==> src/rtl/cond_seq_pkg.sv <==
package cond_seq_pkg;

    localparam int NUM_FLAGS = 4;

    // flag bit positions in the stored flag word
    localparam int FLG_ZERO   = 0;
    localparam int FLG_CARRY  = 1;
    localparam int FLG_SIGN   = 2;
    localparam int FLG_PARITY = 3;

    typedef enum logic [2:0] {
        COND_ZERO   = 3'd0,
        COND_NZERO  = 3'd1,
        COND_CARRY  = 3'd2,
        COND_NCARRY = 3'd3,
        COND_PLUS   = 3'd4,
        COND_MINUS  = 3'd5,
        COND_PODD   = 3'd6,
        COND_PEVEN  = 3'd7
    } cond_e;

endpackage

==> src/rtl/flag_store.sv <==
module flag_store
    import cond_seq_pkg::*;
(
    input  logic                 clk,
    input  logic                 rst_n,
    input  logic [NUM_FLAGS-1:0] flag_in,
    input  logic [NUM_FLAGS-1:0] flag_we,
    output logic [NUM_FLAGS-1:0] flags
);

    typedef struct packed {
        logic [NUM_FLAGS-1:0] val;
    } fstate_t;

    fstate_t st_d, st_q;

    always_comb begin
        st_d = st_q;
        for (int i = 0; i < NUM_FLAGS; i++) begin
            if (flag_we[i]) begin
                st_d.val[i] = flag_in[i];
            end
        end
    end

    always_ff @(posedge clk or negedge rst_n) begin
        if (!rst_n) begin
            st_q <= '0;
        end else begin
            st_q <= st_d;
        end
    end

    assign flags = st_q.val;

endmodule

==> src/rtl/cond_select.sv <==
module cond_select
    import cond_seq_pkg::*;
(
    input  logic [NUM_FLAGS-1:0] flags,
    input  logic [2:0]           cond_sel,
    input  logic                 cond_en,
    output logic                 sel_flag
);

    logic raw;

    always_comb begin
        unique case (cond_e'(cond_sel))
            COND_ZERO:   raw =  flags[FLG_ZERO];
            COND_NZERO:  raw = ~flags[FLG_ZERO];
            COND_CARRY:  raw =  flags[FLG_CARRY];
            COND_NCARRY: raw = ~flags[FLG_CARRY];
            COND_PLUS:   raw = ~flags[FLG_SIGN];
            COND_MINUS:  raw =  flags[FLG_SIGN];
            COND_PODD:   raw = ~flags[FLG_PARITY];
            COND_PEVEN:  raw =  flags[FLG_PARITY];
            default:     raw = 1'b0;
        endcase
    end

    assign sel_flag = cond_en & raw;

endmodule

==> src/rtl/step_seq.sv <==
module step_seq #(
    parameter int STEP_W = 4
) (
    input  logic              clk,
    input  logic              rst_n,
    input  logic              seq_restart,
    input  logic              step_adv,
    input  logic              cond_true,
    output logic [STEP_W-1:0] step_num,
    output logic              at_fetch
);

    localparam logic [STEP_W-1:0] FETCH_STEP = '0;
    localparam logic [STEP_W-1:0] STEP_ONE   = STEP_W'(1);

    typedef struct packed {
        logic [STEP_W-1:0] step;
    } sstate_t;

    sstate_t st_d, st_q;

    always_comb begin
        st_d = st_q;
        if (seq_restart && !cond_true) begin
            st_d.step = FETCH_STEP;
        end else if (seq_restart || step_adv) begin
            st_d.step = st_q.step + STEP_ONE;
        end
    end

    always_ff @(posedge clk or negedge rst_n) begin
        if (!rst_n) begin
            st_q <= '{step: FETCH_STEP};
        end else begin
            st_q <= st_d;
        end
    end

    assign step_num = st_q.step;
    assign at_fetch = (st_q.step == FETCH_STEP);

endmodule

==> src/rtl/cond_step_seq.sv <==
module cond_step_seq
    import cond_seq_pkg::*;
#(
    parameter int STEP_W = 4
) (
    input  logic              clk,
    input  logic              rst_n,
    input  logic [3:0]        flag_in,
    input  logic [3:0]        flag_we,
    input  logic [2:0]        cond_sel,
    input  logic              cond_en,
    input  logic              seq_restart,
    input  logic              step_adv,
    output logic              sel_flag,
    output logic [STEP_W-1:0] step_num,
    output logic              at_fetch
);

    logic [NUM_FLAGS-1:0] flags_q;

    flag_store i_flags (
        .clk     (clk),
        .rst_n   (rst_n),
        .flag_in (flag_in),
        .flag_we (flag_we),
        .flags   (flags_q)
    );

    cond_select i_cond (
        .flags    (flags_q),
        .cond_sel (cond_sel),
        .cond_en  (cond_en),
        .sel_flag (sel_flag)
    );

    step_seq #(.STEP_W(STEP_W)) i_seq (
        .clk         (clk),
        .rst_n       (rst_n),
        .seq_restart (seq_restart),
        .step_adv    (step_adv),
        .cond_true   (sel_flag),
        .step_num    (step_num),
        .at_fetch    (at_fetch)
    );

endmodule

==> config.mk <==
export PLATFORM = sky130hd
export DESIGN_NAME = cond_step_seq
export DESIGN_NICKNAME = d
export VERILOG_FILES = /design/src/rtl/cond_seq_pkg.sv /design/src/rtl/flag_store.sv /design/src/rtl/cond_select.sv /design/src/rtl/step_seq.sv /design/src/rtl/cond_step_seq.sv
export SDC_FILE = /design/constraint.sdc
export NUM_CORES = 1
export LEC_CHECK = 0
export BUFFER_PORTS_ARGS = -buffer_cell sky130_fd_sc_hd__buf_2
export CAP_MARGIN = 30
export CORE_AREA = 4 4 41 43
export CTS_CLUSTER_DIAMETER = 50
export DETAILED_ROUTE_END_ITERATION = 12
export DIE_AREA = 0 0 45 47
export GPL_TIMING_DRIVEN = 0
export MAX_ROUTING_LAYER = met4
export PLACE_DENSITY = 0.68
export SKIP_CTS_REPAIR_TIMING = 1
export SYNTH_ARGS = -nofsm -noshare
export SYNTH_HDL_FRONTEND = slang
export SYNTH_SLANG_ARGS = --single-unit
==> constraint.sdc <==
create_clock -name clk -period 1.2 [get_ports clk]
set_input_delay 0.24 -clock clk [delete_from_list [all_inputs] [get_ports clk]]
set_output_delay 0.24 -clock clk [all_outputs]
set_load 0.02 [all_outputs]
==> metrics <==
vias in the first global route=355; Sw Share=0.368; most frequent cells in the layout=buf_2, dfrtp_1; Worst Tran Pin Value=0.396 ns; final worst path period share=1.39; largest net degree at the start of global routing=9; Routed wire per std cell=11.3 um; Max IR drop VDD=0.00110 V; Seq cells post-synth=8; Post-Syn Nets=63; Total Nets Final=94; Ports=22; filler cell count in the final layout=132; utilization after layout=0.543; violated checks=setup timing; Avg Cell Area, Syn=10.0 um2; unrepaired setup endpoints after global routing=yes; WP data required=0.96 ns; Area Growth Syn to Fin=56.9%; number of synthesis warnings=0; row count=13; starting density of the core=0.346; Net Sw Power=0.494 mW; Root Driver=clkbuf_4; Die Width=45 um; CTS Sinks=8; Area contributors post-synth=dfrtp_1, mux2i_1, ha_1; CTS Buf Count=3; share of cells above drive strength 1=0.533; Int Pwr=0.849 mW; cells after synthesis=45; dpl cell area=582 um2; wire length of the first global-routing pass=1.41 mm; design area=707 um2; worst clock skew=0.0112 ns; most common cell after layout, fill and taps aside=buf_2; htree depth=1; core area=1300 um2; area leader, netlist=dfrtp_1; power per cell area=1900 nW/um2; Gate power share=0.529; Finished Layout Cells=90; ANT cells=0; Final Hold Vio Count=0; max frequency=0.600 GHz; Max Cap Violations=0; clock latency on the worst-skew pair=0.25 ns; worst rel slew slack=0.736; Iter 0 DRT Violations=6; Post-Place Cells=80; DR vias/cell=4.63; Port Buffers=20; crit-path max FO=4; Reg power frac=0.310; status=finished with violations; CTS max path bufs=2; Clock Power Share=0.161; Final GP Congestion=0.788; Reg clk slew, reported paths=0.06 ns; Slew Limit Fails=0; CP arrival=1.43 ns; CTS tree=done; first-pass detailed-route iteration total=4; Setup violations, final=6; die area=2120 um2; gr usage total=0.0985; WS Path Type=flip-flop to output port; share of the yosys chip area belonging to registers=0.444; initial antenna violation count=0; distinct cell type count after synthesis=19; final setup margin=-0.468 ns; Final Critical Period=1.67 ns; Crit. End Element=output port; Lkg Pwr=0.351 nW; Routed Antenna Nets=0; Die Ht=47 um; Vias=417; Overflow after GRT=0; Post-Route WL=1.02 mm; Hold Path Class=input port to flip-flop; Post-route DRC=0; crit path launch type=flip-flop; Synth top area share=0.444; DP Wirelength=724 um; netlist area before placement=450 um2
[final timing paths]
kind / to / slack, ns / from / cells past startpoint
setup reg to reg: i_seq.step_num[0] / -0.16 / i_flags.flags[3] / 6
setup / recovery: sel_flag / -0.47 / i_flags.flags[3] / 6
hold reg to reg: i_flags.flags[1] / 0.51 / i_flags.flags[1] / 1
max in group asynchronous: i_seq.step_num[0] / 0.67 / rst_n / 2
min in group asynchronous: i_seq.step_num[3] / 0.35 / rst_n / 2
hold / removal: i_flags.flags[3] / 0.18 / flag_we[3] / 2
[worst max-delay path: stages, from the launching register on]
cell and delay [ns]:
dfrtp_1 0.33, inv_1 0.05, mux2i_1 0.16, xor2_1 0.19, a2bb2oi_2 0.27, inv_2 0.06, buf_6 0.13
[synthesized netlist by cell type]
cell type and number:
o211ai_1 2, nor2_1 1, dfrtp_1 8, nor2b_1 3, a21oi_1 2, nand2_1 4
o22ai_1 1, and3_1 1, nor3b_1 1, xnor2_1 2, buf_1 1, o21ai_0 4
mux2_2 2, a2bb2oi_2 1, a31oi_1 1, mux2i_1 3, ha_1 2, xor2_1 1
inv_1 5
[sequential cells by signal, summed over array words and instances, names as in the netlist]
name	count
i_flags.flags	4
i_seq.step_num	4
[area by class of cell]
cell class                 count  area [um2]  share of cell area
buffer                         1        3.75             0.00531
clock buffer                   4        26.3              0.0372
inverter                       5        21.3              0.0301
multi-input combinational     31         265               0.375
sequential                     8         201               0.285
tap                           15        18.8              0.0265
timing repair buffer          26         170               0.241
[cell families (layout without fill, tap and decap cells)]
kind of cell | after synthesis | in the layout | synth area share
AO/OA/AOI/OAI | 11 | 11 | 0.161
XOR/XNOR | 3 | 3 | 0.0583
adder cells (fa/ha/maj) | 2 | 2 | 0.0555
buffers and inverters | 6 | 36 | 0.0500
flip-flops | 8 | 8 | 0.444
multiplexers | 5 | 5 | 0.117
AND/OR/NAND/NOR | 10 | 10 | 0.114
[per-layer routing]
layer  vias up  part of all wire  GRT usage
li1        216                 -          -
met5         -                 0          -
met3         0             0.069     0.0575
met2        11              0.55      0.155
met4         0                 0     0.0175
met1       190              0.38      0.109
[metrics by stage]
stage	power, mW	hold WS [ns]	TNS [ns]	worst slack (ns)
final	1.34	0.185	-1.23	-0.468
after global routing	1.45	0.175	-1.78	-0.576
after CTS	1.12	-0.182	-0.979	-0.491
after detailed placement	0.899	0.0891	-0.567	-0.251
after global placement	0.892	0.0920	-0.566	-0.251
after floorplan	0.746	-0.0556	-0.0426	-0.0298
[power by group through the flow]
| stage | combinational [mW] | clock, mW | sequential (mW) |
|---|---|---|---|
| after detailed placement | 0.493 | 0 | 0.406 |
| after global placement | 0.488 | 0 | 0.404 |
| final | 0.711 | 0.216 | 0.416 |
| after CTS | 0.495 | 0.221 | 0.401 |
| after floorplan | 0.290 | 0 | 0.456 |
| after global routing | 0.781 | 0.245 | 0.427 |
No activity file was read; power rests on OpenSTA's default activity.
